## config.mk

```make
export PLATFORM = sky130hd
export DESIGN_NAME = exc_entry_seq
export DESIGN_NICKNAME = d
export VERILOG_FILES = /design/src/rtl/exc_pkg.sv /design/src/rtl/exc_prio_pick.sv /design/src/rtl/exc_vec_reader.sv /design/src/rtl/exc_entry_seq.sv
export SDC_FILE = /design/constraint.sdc
export NUM_CORES = 1
export LEC_CHECK = 0
export BUFFER_PORTS_ARGS = -buffer_cell sky130_fd_sc_hd__buf_4
export CORE_MARGIN = 4
export CORE_UTILIZATION = 50
export CTS_CLUSTER_DIAMETER = 120
export DETAILED_ROUTE_END_ITERATION = 12
export GPL_TIMING_DRIVEN = 0
export PLACE_DENSITY = 0.79
export SYNTH_ARGS = -nofsm -noshare
export SYNTH_HDL_FRONTEND = slang
export SYNTH_SLANG_ARGS = --single-unit
```

## constraint.sdc

```tcl
create_clock -name clk -period 46.8 [get_ports clk]
set_input_delay 9.36 -clock clk [delete_from_list [all_inputs] [get_ports clk]]
set_output_delay 9.36 -clock clk [all_outputs]
set_load 0.005 [all_outputs]
```

## src/rtl/exc_pkg.sv

```systemverilog
package exc_pkg;
  localparam int unsigned EXC_RESET = 1;
  localparam int unsigned EXC_NMI   = 2;

  typedef enum logic [2:0] {
    ST_IDLE,
    ST_STACK,
    ST_FETCH,
    ST_HSTART,
    ST_RUN
  } seq_state_e;

  // Slot 0 holds the stack pointer; 7..10 and 13 carry no handler.
  function automatic bit vec_slot_usable(input int unsigned n);
    return (n != 0) && !(n >= 7 && n <= 10) && (n != 13);
  endfunction
endpackage

```

## src/rtl/exc_prio_pick.sv

```systemverilog
module exc_prio_pick
  import exc_pkg::*;
#(
  parameter int NUM_EXC = 20,
  parameter int PRIO_W  = 3,
  localparam int NUM_W  = $clog2(NUM_EXC),
  localparam int KEY_W  = PRIO_W + 1
) (
  input  logic [NUM_EXC-1:0]        req_pend,
  input  logic [NUM_EXC*PRIO_W-1:0] req_prio,
  output logic                      pick_v,
  output logic [NUM_W-1:0]          pick_num,
  output logic [KEY_W-1:0]          pick_key
);
  logic [KEY_W-1:0]   key_a [NUM_EXC];
  logic [NUM_EXC-1:0] elig;

  generate
    for (genvar g = 0; g < NUM_EXC; g++) begin : g_key
      localparam bit USABLE = vec_slot_usable(g);
      assign key_a[g] = (g == EXC_RESET) ? KEY_W'(0) :
                        (g == EXC_NMI)   ? KEY_W'(1) :
                        KEY_W'(req_prio[g*PRIO_W +: PRIO_W]) + KEY_W'(2);
      assign elig[g]  = req_pend[g] & USABLE;
    end
  endgenerate

  // Strict compare in ascending order: ties go to the lower number.
  always_comb begin
    pick_v   = 1'b0;
    pick_num = '0;
    pick_key = '1;
    for (int i = 0; i < NUM_EXC; i++) begin
      if (elig[i] && (!pick_v || key_a[i] < pick_key)) begin
        pick_v   = 1'b1;
        pick_num = NUM_W'(i);
        pick_key = key_a[i];
      end
    end
  end

  always_comb begin
    if (pick_v) begin
      AST_PICK_USABLE: assert (vec_slot_usable(int'(pick_num)));
    end
  end
endmodule

```

## src/rtl/exc_vec_reader.sv

```systemverilog
module exc_vec_reader #(
  parameter int ADDR_W = 32,
  parameter int DATA_W = 32
) (
  input  logic              clk,
  input  logic              rst,
  input  logic              go,
  input  logic              drop,
  input  logic [ADDR_W-1:0] addr,
  output logic              mem_ren,
  output logic [ADDR_W-1:0] mem_raddr,
  input  logic              mem_rvalid,
  input  logic [DATA_W-1:0] mem_rdata,
  output logic              rd_done,
  output logic [DATA_W-1:0] rd_data
);
  logic outst_q, discard_q;

  assign rd_done = mem_rvalid & outst_q & ~discard_q & ~drop;
  assign rd_data = mem_rdata;

  always_ff @(posedge clk) begin
    if (rst) begin
      mem_ren   <= 1'b0;
      mem_raddr <= '0;
      outst_q   <= 1'b0;
      discard_q <= 1'b0;
    end else begin
      mem_ren <= 1'b0;
      if (mem_rvalid) begin
        outst_q   <= 1'b0;
        discard_q <= 1'b0;
      end else if (drop && outst_q) begin
        discard_q <= 1'b1;
      end
      if (go && !outst_q) begin
        mem_ren   <= 1'b1;
        mem_raddr <= addr;
        outst_q   <= 1'b1;
      end
    end
  end

  AST_ONE_IN_FLIGHT: assert property (@(posedge clk) disable iff (rst)
    mem_ren |=> !mem_ren);
endmodule

```

## src/rtl/exc_entry_seq.sv

```systemverilog
module exc_entry_seq
  import exc_pkg::*;
#(
  parameter int          NUM_EXC = 20,
  parameter int          PRIO_W  = 3,
  parameter int          ADDR_W  = 32,
  parameter int          DATA_W  = 32,
  parameter logic [31:0] VT_BASE = 32'h0000_0000,
  localparam int         NUM_W   = $clog2(NUM_EXC),
  localparam int         KEY_W   = PRIO_W + 1
) (
  input  logic                      clk,
  input  logic                      rst,
  input  logic [NUM_EXC-1:0]        req_pend,
  input  logic [NUM_EXC*PRIO_W-1:0] req_prio,
  output logic                      stk_req,
  input  logic                      stk_busy,
  output logic                      mem_ren,
  output logic [ADDR_W-1:0]         mem_raddr,
  input  logic                      mem_rvalid,
  input  logic [DATA_W-1:0]         mem_rdata,
  output logic                      hstart,
  output logic                      act_valid,
  output logic [NUM_W-1:0]          act_num,
  output logic [DATA_W-1:0]         handler_addr
);
  seq_state_e        state_q;
  logic [NUM_W-1:0]  tgt_num_q;
  logic [KEY_W-1:0]  tgt_key_q, act_key_q;
  logic              seen_busy_q;
  logic              pick_v, late, preempt, rd_done;
  logic [NUM_W-1:0]  pick_num;
  logic [KEY_W-1:0]  pick_key;
  logic [DATA_W-1:0] rd_data;
  logic [ADDR_W-1:0] vec_addr;

  exc_prio_pick #(.NUM_EXC(NUM_EXC), .PRIO_W(PRIO_W)) pick_i (
    .req_pend(req_pend), .req_prio(req_prio),
    .pick_v(pick_v), .pick_num(pick_num), .pick_key(pick_key)
  );

  assign late     = pick_v && (pick_key < tgt_key_q);
  assign preempt  = pick_v && (pick_key < act_key_q);
  assign vec_addr = ADDR_W'(VT_BASE) + (ADDR_W'(tgt_num_q) << 2);

  exc_vec_reader #(.ADDR_W(ADDR_W), .DATA_W(DATA_W)) rd_i (
    .clk(clk), .rst(rst),
    .go((state_q == ST_FETCH) && !late),
    .drop((state_q == ST_FETCH) && late),
    .addr(vec_addr),
    .mem_ren(mem_ren), .mem_raddr(mem_raddr),
    .mem_rvalid(mem_rvalid), .mem_rdata(mem_rdata),
    .rd_done(rd_done), .rd_data(rd_data)
  );

  always_ff @(posedge clk) begin
    if (rst) begin
      state_q      <= ST_IDLE;
      tgt_num_q    <= '0;
      tgt_key_q    <= '1;
      act_key_q    <= '1;
      act_num      <= '0;
      act_valid    <= 1'b0;
      handler_addr <= '0;
      hstart       <= 1'b0;
      stk_req      <= 1'b0;
      seen_busy_q  <= 1'b0;
    end else begin
      hstart <= 1'b0;
      unique case (state_q)
        ST_IDLE: if (pick_v) begin
          tgt_num_q   <= pick_num;
          tgt_key_q   <= pick_key;
          stk_req     <= 1'b1;
          seen_busy_q <= 1'b0;
          state_q     <= ST_STACK;
        end
        ST_STACK: begin
          if (late) begin
            tgt_num_q <= pick_num;
            tgt_key_q <= pick_key;
          end
          if (stk_busy) begin
            seen_busy_q <= 1'b1;
            stk_req     <= 1'b0;
          end else if (seen_busy_q) begin
            state_q <= ST_FETCH;
          end
        end
        ST_FETCH: begin
          if (late) begin
            tgt_num_q <= pick_num;
            tgt_key_q <= pick_key;
          end else if (rd_done) begin
            handler_addr <= rd_data;
            act_num      <= tgt_num_q;
            act_key_q    <= tgt_key_q;
            act_valid    <= 1'b1;
            hstart       <= 1'b1;
            state_q      <= ST_HSTART;
          end
        end
        default: begin
          if (preempt) begin
            tgt_num_q   <= pick_num;
            tgt_key_q   <= pick_key;
            stk_req     <= 1'b1;
            seen_busy_q <= 1'b0;
            state_q     <= ST_STACK;
          end else begin
            state_q <= ST_RUN;
          end
        end
      endcase
    end
  end

  AST_NO_PUSH_IN_FETCH: assert property (@(posedge clk) disable iff (rst)
    (state_q == ST_FETCH) |-> !stk_req);
  AST_HSTART_PULSE: assert property (@(posedge clk) disable iff (rst)
    hstart |=> !hstart);
  AST_ADDR_IN_TABLE: assert property (@(posedge clk) disable iff (rst)
    mem_ren |-> (((mem_raddr - ADDR_W'(VT_BASE)) >> 2) < ADDR_W'(NUM_EXC)));
  AST_TARGET_NEVER_WORSE: assert property (@(posedge clk) disable iff (rst)
    (state_q == ST_STACK && $past(state_q) == ST_STACK) |-> (tgt_key_q <= $past(tgt_key_q)));
  AST_NMI_HELD: assert property (@(posedge clk) disable iff (rst)
    (state_q == ST_RUN && act_num == NUM_W'(EXC_NMI) && !req_pend[EXC_RESET]) |=> (state_q == ST_RUN));
endmodule

```

Word-level counts from Yosys, hierarchy flattened
Index checks and enable logic that the tools add are counted.
W data, S select, Z words.
{"block": "op_classes", "add_sub_neg": 12, "mul": 0, "div_mod_pow": 0, "n_lt_le_gt_ge": 15, "eq_ne": 9, "shift": 0, "n_mux": 69, "bitwise_logic": 7, "reduce_logical": 58}
{"cell": "$mux W5", "count": 16}
{"cell": "$mux W4", "count": 17}
{"cell": "$lt A4 B4 Y1", "count": 14}
{"cell": "$add A3 B2 Y4 const B", "count": 12}
{"cell": "$mux W1", "count": 25}
{"cell": "$logic_and A1 B1 Y1", "count": 19}
{"cell": "$mux W3", "count": 6}
{"cell": "$logic_not A1 Y1", "count": 15}
{"cell": "$logic_or A1 B1 Y1", "count": 13}
{"cell": "$ne A2 B2 Y1 const B", "count": 6}
{"cell": "$pmux W5 S2", "count": 1}
{"cell": "$pmux W3 S3", "count": 1}
{"cell": "$pmux W4 S2", "count": 1}
{"cell": "$pmux W1 S3", "count": 2}
{"cell": "$reduce_and A3 Y1", "count": 2}
{"cell": "$reduce_bool A3 Y1", "count": 2}
{"cell": "$reduce_and A5 Y1", "count": 1}
{"cell": "$lt A1 B4 Y1 const A", "count": 1}
{"cell": "$not A1 Y1", "count": 4}
{"cell": "$reduce_and A4 Y1", "count": 1}
{"cell": "$reduce_or A2 Y1", "count": 2}
{"cell": "$and A1 B1 Y1", "count": 3}
{"cell": "$eq A3 B1 Y1 const B", "count": 1}
{"cell": "$eq A3 B2 Y1 const B", "count": 1}
{"cell": "4 further kinds", "count": 4}
{"block": "word_totals", "ff_bits": 65, "latch_bits": 0, "mem_bits_rw": 0, "mem_bits_ro": 0, "in_bits": 116, "output_inout_bits": 73, "elab_cells": 184, "memories": 0}

Longest topological paths before layout
{"block": "logic_depth", "ltp_word": 61, "ltp_mapped": 107, "mapped_depth_nobuf": 105}

By module
A second synthesis with hierarchy kept.
{"block": "unflattened", "cells_unflattened": 786, "hier_area_um2": 6911.6}
{"mod": "exc_prio_pick", "n_inst": 1, "cells_each": 361, "area_each_um2": 2548.7, "seq_area_each_um2": 0.0}
{"mod": "exc_entry_seq", "n_inst": 1, "cells_each": 239, "area_each_um2": 2424.8, "seq_area_each_um2": 1141.1}
{"mod": "exc_vec_reader", "n_inst": 1, "cells_each": 186, "area_each_um2": 1938.1, "seq_area_each_um2": 700.7}

Least setup slack after synthesis
OpenSTA, ideal clock, no wires.
{"block": "synth_path", "kind": "input to register", "from": "input port req_pend[2]", "to": "register tgt_key_q[2]", "setup_time_ps": 115, "arrival_time_ps": 27805, "required_time_ps": 46685, "setup_slack_ps": 18881, "stages": 101, "path_buffers": 2, "path_cell_list": "nor2_2 inv_1 ha_1 nor4b_2 a22o_2 a21oi_1 ha_1 o21ai_0 or3_4 a31oi_1 nor2_1 mux2i_1 inv_1 ha_1 and3_4 o311ai_1 and3_2 a2bb2oi_2 [65 not listed] a41o_1 mux2_2 inv_1 ha_1 a21oi_1 o21ai_0 a311oi_1 nor2_1 mux2_2 ha_1 a21oi_1 nor2_1 nor2_1 nor2_1 a31o_2 o31a_1 or4_1 o21a_1"}
{"block": "synth_between", "elab_chain_len": 54, "elab_cells_between_ends": 87, "cone_classes": "14 x order compare; 2 x eq/ne; 30 x mux; 41 x reduce/logical"}
{"item": "start: declaration", "line": "exc_entry_seq.sv:14", "rtl": "input logic [NUM_EXC-1:0] req_pend,"}
{"item": "$logic_and A1 B1 Y1 *", "line": "exc_prio_pick.sv:34", "rtl": "if (elig[i] && (!pick_v || key_a[i] < pick_key)) begin"}
{"item": "$mux W4 or $mux W1 (tied branches)", "line": "exc_prio_pick.sv:34"}
{"item": "$lt A4 B4 Y1 or $logic_not A1 Y1 (tied branches)", "line": "exc_prio_pick.sv:34"}
{"item": "$logic_or A1 B1 Y1", "line": "exc_prio_pick.sv:34"}
{"item": "$logic_and A1 B1 Y1", "line": "exc_prio_pick.sv:34"}
{"item": "$mux W4 or $mux W1 (tied branches)", "line": "exc_prio_pick.sv:34"}
{"item": "$lt A4 B4 Y1 or $logic_not A1 Y1 (tied branches)", "line": "exc_prio_pick.sv:34"}
{"item": "$logic_or A1 B1 Y1", "line": "exc_prio_pick.sv:34"}
{"item": "[39 not listed]"}
{"item": "$logic_or A1 B1 Y1", "line": "exc_prio_pick.sv:34"}
{"item": "$logic_and A1 B1 Y1", "line": "exc_prio_pick.sv:34"}
{"item": "$mux W4 *", "line": "exc_prio_pick.sv:34"}
{"item": "via pick_i.pick_key[3]", "line": "exc_prio_pick.sv:13", "rtl": "output logic [KEY_W-1:0] pick_key"}
{"item": "$lt A4 B4 Y1 (on tied branches)", "line": "exc_entry_seq.sv:42, exc_entry_seq.sv:43"}
{"item": "$logic_and A1 B1 Y1 (on tied branches)", "line": "exc_entry_seq.sv:42, exc_entry_seq.sv:43"}
{"item": "$ne A2 B1 Y1 (no line) or $reduce_bool A3 Y1 (tied branches)"}
{"item": "$reduce_and A3 Y1 (no line) *"}
{"item": "end signal: assignment", "line": "exc_entry_seq.sv:73", "rtl": "tgt_key_q <= pick_key;"}
{"item": "end signal: assignment", "line": "exc_entry_seq.sv:81", "rtl": "tgt_key_q <= pick_key;"}
{"item": "end signal: assignment", "line": "exc_entry_seq.sv:93", "rtl": "tgt_key_q <= pick_key;"}
{"item": "end: declaration", "line": "exc_entry_seq.sv:29", "rtl": "logic [KEY_W-1:0] tgt_key_q, act_key_q;"}
Mark *: on every way through the listed nets, which the timed path passes. The rest lies on a longest branch. The select of a mux whose other input is x is not followed.
A chain may end at the register's enable or synchronous reset.

Worst setup path in the final report
{"block": "layout_path", "from": "input port req_pend[2]", "to": "register handler_addr[20]"}
{"block": "layout_between", "elab_chain_len": 56, "elab_cells_between_ends": 82, "cone_classes": "13 x order compare; 26 x mux; 3 x bitwise; 40 x reduce/logical"}
{"item": "$logic_and A1 B1 Y1 *", "line": "exc_prio_pick.sv:34"}
{"item": "$mux W4 or $mux W1 (tied branches)", "line": "exc_prio_pick.sv:34"}
{"item": "$lt A4 B4 Y1 or $logic_not A1 Y1 (tied branches)", "line": "exc_prio_pick.sv:34"}
{"item": "$logic_or A1 B1 Y1", "line": "exc_prio_pick.sv:34"}
{"item": "$logic_and A1 B1 Y1", "line": "exc_prio_pick.sv:34"}
{"item": "$mux W4 or $mux W1 (tied branches)", "line": "exc_prio_pick.sv:34"}
{"item": "$lt A4 B4 Y1 or $logic_not A1 Y1 (tied branches)", "line": "exc_prio_pick.sv:34"}
{"item": "$logic_or A1 B1 Y1", "line": "exc_prio_pick.sv:34"}
{"item": "[41 not listed]"}
{"item": "$mux W4 *", "line": "exc_prio_pick.sv:34"}
{"item": "via pick_i.pick_key[1]", "line": "exc_prio_pick.sv:13"}
{"item": "$lt A4 B4 Y1 *", "line": "exc_entry_seq.sv:42", "rtl": "assign late = pick_v && (pick_key < tgt_key_q);"}
{"item": "$logic_and A1 B1 Y1 *", "line": "exc_entry_seq.sv:42"}
{"item": "$logic_and A1 B1 Y1", "line": "exc_entry_seq.sv:49", "rtl": ".drop((state_q == ST_FETCH) && late),"}
{"item": "$not A1 Y1", "line": "exc_vec_reader.sv:19", "rtl": "assign rd_done = mem_rvalid & outst_q & ~discard_q & ~drop;"}
{"item": "$and A1 B1 Y1", "line": "exc_vec_reader.sv:19"}
{"item": "$reduce_and A3 Y1 (no line) *"}
{"item": "end signal: assignment", "line": "exc_entry_seq.sv:95", "rtl": "handler_addr <= rd_data;"}
{"item": "end: declaration", "line": "exc_entry_seq.sv:25", "rtl": "output logic [DATA_W-1:0] handler_addr"}
Mark *: on every way through the listed nets, which the timed path passes. The rest lies on a longest branch.

==> out/results.md <==
| Metric | Reported |
|---|---|
| Sum of internal, switching and leakage power | 0.000307 W |
| Total of fill cells in the finished design | 932 |
| Share of post-route cells with drive strength above 1 | 27.4% |
| Die Ht | 114 um |
| Maximum count of clock buffers along a single path | 2 |
| Reg2Reg Depth | 9 |
| Number of library cell types mapped by synthesis | 93 |
| Prevailing post-synth register cell | sky130_fd_sc_hd__dfxtp_1 |
| Die area | 0.0129 sq mm |
| Final setup skew | 0.0130 ns |
| Max Freq | 31.9 MHz |
| Sw Ratio | 43.8% |
| Max-slew headroom | 34.9% |
| Slew at the pin closest to its max-slew limit | 0.969 ns |
| Slowest CP cell | sky130_fd_sc_hd__o21ai_0 |
| Synth warnings | 0 |
| Number of top-level design ports | 189 |
| Post-synthesis instance area | 0.00558 sq mm |
| Leakage | 3.55 nW |
| Largest area contributor in the netlist | sky130_fd_sc_hd__dfxtp_1 |
| Gr ovfl total | 0 |
| Buffers added on ports | 130 |
| Time the worst path needs with I/O delays and setup | 31.34 ns |
| Number of remaining DRC errors | 0 |
| DRC marker count from the first detailed-route iteration | 272 |
| Combinational fraction of design power | 63.2% |
| Root Buffer | sky130_fd_sc_hd__clkbuf_8 |
| Placeable core region | 0.0109 sq mm |
| Final weighted congestion in routability-driven placement | 0.957 |
| Fraction of power consumed by the clock network | 17.1% |
| Int Power | 0.000172 W |
| WP data arrival | 31.55 ns |
| Worst path max stage delay | 0.52 ns |
| Worst path required time | 47.00 ns |
| Pwr per Cell Area | 43.4 mW/mm^2 |
| Worst setup startpoint | req_pend[2] |
| Number of antenna violations at the first check in global routing | 0 |
| Hold Path Cell Cnt | 2 |
| Critical R2R Capture | handler_addr[20]$_SDFFE_PP0P_ |
| Crit. End Element | flip-flop |
| Count of cells resized by post-cts repair | 0 |
| Kind of start point of the critical path | input port |
| Setup slack of the most critical reg-to-reg path | 44.35 ns |
| Register share of total power | 19.7% |
| Max-capacitance violation count | 0 |
| Number of iterations in the first detailed-routing pass | 5 |
| Post-route fraction of the period consumed by the critical path | 67.0% |
| Area of the multi-input gates | 0.00387 sq mm |
| Hold-fix buffers at CTS | 0 |
| Top library cells by usage in the layout, fill and taps aside | sky130_fd_sc_hd__buf_4, sky130_fd_sc_hd__nor2_1, sky130_fd_sc_hd__dfxtp_1 |
| Number of instances in the synthesized netlist | 696 |
| End of the worst hold path | act_valid$_SDFFE_PP0P_ |
| Most Frequent Cell on Critical Path | sky130_fd_sc_hd__ha_1 |
| Number of global-route vias before repair | 5388 |
| Worst Hold Class | flip-flop to flip-flop |
| Summed negative setup slack over all endpoints | 0 ns |
| Number of vias in the routed layout | 5703 |
| Die X-Extent | 114 um |
| Reg area | 0.00130 sq mm |
| Wire length of the first global-routing pass | 24700 um |
| Number of max-slew violations in the final report | 0 |
| Hold path start | act_valid$_SDFFE_PP0P_ |
| Post-synthesis sequential area ratio | 23.3% |
| Mean area per synthesized cell | 8.02 sq um |
| Number of antenna cells inserted | 0 |
| Setup CP Type | input port to flip-flop |
| Largest fanout on the critical path | 10 |
| WHS | 0.453 ns |
| Outcome | completed |
| Reg2Reg Launch Point | tgt_key_q[1]$_SDFFE_PP1P_ |
| Post-CTS clock slew at the launch and capture registers of the worst setup and hold paths | 0.07 ns |
| Initial Utilization | 51.3% |
| Total global-route track usage | 22.5% |
| Cts bufs inserted | 9 |
| Antenna viol nets, final | 0 |
| Flip-flop and latch count after synthesis | 65 |
| Largest net degree at the start of global routing | 12 |
| TritonCTS clock tree | done |
| Number of nets in the layout | 1021 |
| DR WL/cell | 15.0 um |
| Sum of routed wire length over all layers | 15100 um |
| Maximum resistive drop on vdd | 0.0260 mV |
| Final setup viols | 0 |
| RSZ-0062 raised after global routing | no |
| TritonCTS sink count | 65 |
| Number of enable-type register cells in the synthesized netlist | 0 |
| Half-perimeter wire length after detailed placement | 12400 um |
| Reported net switching power | 0.000134 W |
| Source-to-sink clock delay at the later pin of the worst-skew pair | 0.34 ns |
| Via density | 5.66 |
| Leading cell type in the layout, fill and taps excluded | sky130_fd_sc_hd__buf_4 |
| Share of flip-flops with an asynchronous set or reset | 0% |
| H-tree depth | 3 |
| Area added between synthesis and finish | 26.4% |
| Number of buffers inserted to repair setup after CTS | 0 |
| Cell row count | 38 |
| Area share of the leading cell type in the synthesized netlist | 23.3% |
| Count of final hold-check violations | 0 |
| Synth area leaders | sky130_fd_sc_hd__dfxtp_1, sky130_fd_sc_hd__ha_1, sky130_fd_sc_hd__mux2i_1, sky130_fd_sc_hd__nor2_1, sky130_fd_sc_hd__buf_4 |
-- worst max-delay path: cells and delay by family --
family          cells  cell delay, ns
fa+ha+maj          13            3.35
mux                 9            2.94
buf+inv            16            1.95
compound gates     41            9.39
simple gates       22            4.58
-- worst max-delay path by stage --
stage	endpoint	slack, ns	cells past startpoint
floorplan	tgt_key_q[2]$_SDFFE_PP1P_	18.88	101
global placement	handler_addr[20]$_SDFFE_PP0P_	16.20	101
detailed placement	handler_addr[20]$_SDFFE_PP0P_	15.53	101
CTS	handler_addr[20]$_SDFFE_PP0P_	15.82	101
global route	handler_addr[20]$_SDFFE_PP0P_	13.75	100
finish	handler_addr[20]$_SDFFE_PP0P_	15.46	101
-- power groups by stage --
stage / Sequential [W] / Combinational, W / Clock [W]
CTS: 0.0000604 / 0.000192 / 0.0000536
finish: 0.0000604 / 0.000194 / 0.0000524
detailed placement: 0.0000616 / 0.000190 / 0
global placement: 0.0000616 / 0.000182 / 0
global route: 0.0000607 / 0.000216 / 0.0000556
floorplan: 0.0000612 / 0.000148 / 0
-- synth_stat cells (4+ instances only) --
master and n:
sky130_fd_sc_hd__nand2_1 42, sky130_fd_sc_hd__a21oi_1 38, sky130_fd_sc_hd__and3_1 7, sky130_fd_sc_hd__nor3_1 14, sky130_fd_sc_hd__o21a_1 10, sky130_fd_sc_hd__o311ai_0 6, sky130_fd_sc_hd__clkbuf_1 11, sky130_fd_sc_hd__mux2_2 8
sky130_fd_sc_hd__nand4_1 7, sky130_fd_sc_hd__nand2b_1 7, sky130_fd_sc_hd__o21ai_1 7, sky130_fd_sc_hd__buf_4 30, sky130_fd_sc_hd__nor2b_1 4, sky130_fd_sc_hd__and2_1 6, sky130_fd_sc_hd__mux2i_1 48, sky130_fd_sc_hd__o31ai_1 7
sky130_fd_sc_hd__o211ai_1 13, sky130_fd_sc_hd__or2_2 7, sky130_fd_sc_hd__ha_1 42, sky130_fd_sc_hd__buf_2 4, sky130_fd_sc_hd__a31oi_1 4, sky130_fd_sc_hd__o21ai_0 39, sky130_fd_sc_hd__nor4_1 6, sky130_fd_sc_hd__dfxtp_1 65
sky130_fd_sc_hd__nand3_1 16, sky130_fd_sc_hd__nor2_1 83, sky130_fd_sc_hd__a221oi_1 5, sky130_fd_sc_hd__a211oi_1 6, sky130_fd_sc_hd__inv_1 53, sky130_fd_sc_hd__a21o_1 8, sky130_fd_sc_hd__nor3b_1 5
-- final cells by class --
class	instances	share of cell area [%]
clock buffer	11	2.00
clock inverter	5	1.12
tap	140	2.48
inverter	54	2.87
buffer	47	4.38
timing repair buffer	130	13.8
sequential	65	18.4
multi-input combinational	556	54.9
-- flip-flops by register name, summed over array words and instances, names as in the netlist --
name	flops
act_key_q	4
act_num	5
act_valid	1
handler_addr	32
hstart	1
rd_i.discard_q	1
rd_i.mem_raddr	5
rd_i.mem_ren	1
rd_i.outst_q	1
seen_busy_q	1
state_q	3
stk_req	1
tgt_key_q	4
tgt_num_q	5
-- per-stage QoR --
step	util (%)	std cells	worst slack [ns]	area [sq um]
after floorplan	-	722	18.88	5680
after global placement	62.7	992	16.20	6830
after detailed placement	62.8	992	15.53	6840
after CTS	64.8	1008	15.82	7060
after global routing	64.8	1008	13.75	7060
final	64.8	1008	15.46	7060
-- cells by family after synthesis --
logic type / synth area share [%]
adders and majority gates: 9.77
DFF: 23.3
and+or+nand+nor: 21.8
muxes: 10.4
AOI/OAI and AO/OA: 25.5
other: 0.0672
buffers and inverters: 9.17
-- metal layers --
metal	up-vias	part of all wire (%)	global-route usage, %
met5	-	0	0
met4	0	1.2	5.13
met3	23	6.5	4.40
met2	189	50	39.3
met1	2657	42	28.6
li1	2834	-	-
Power figures use the tool's default switching activity.
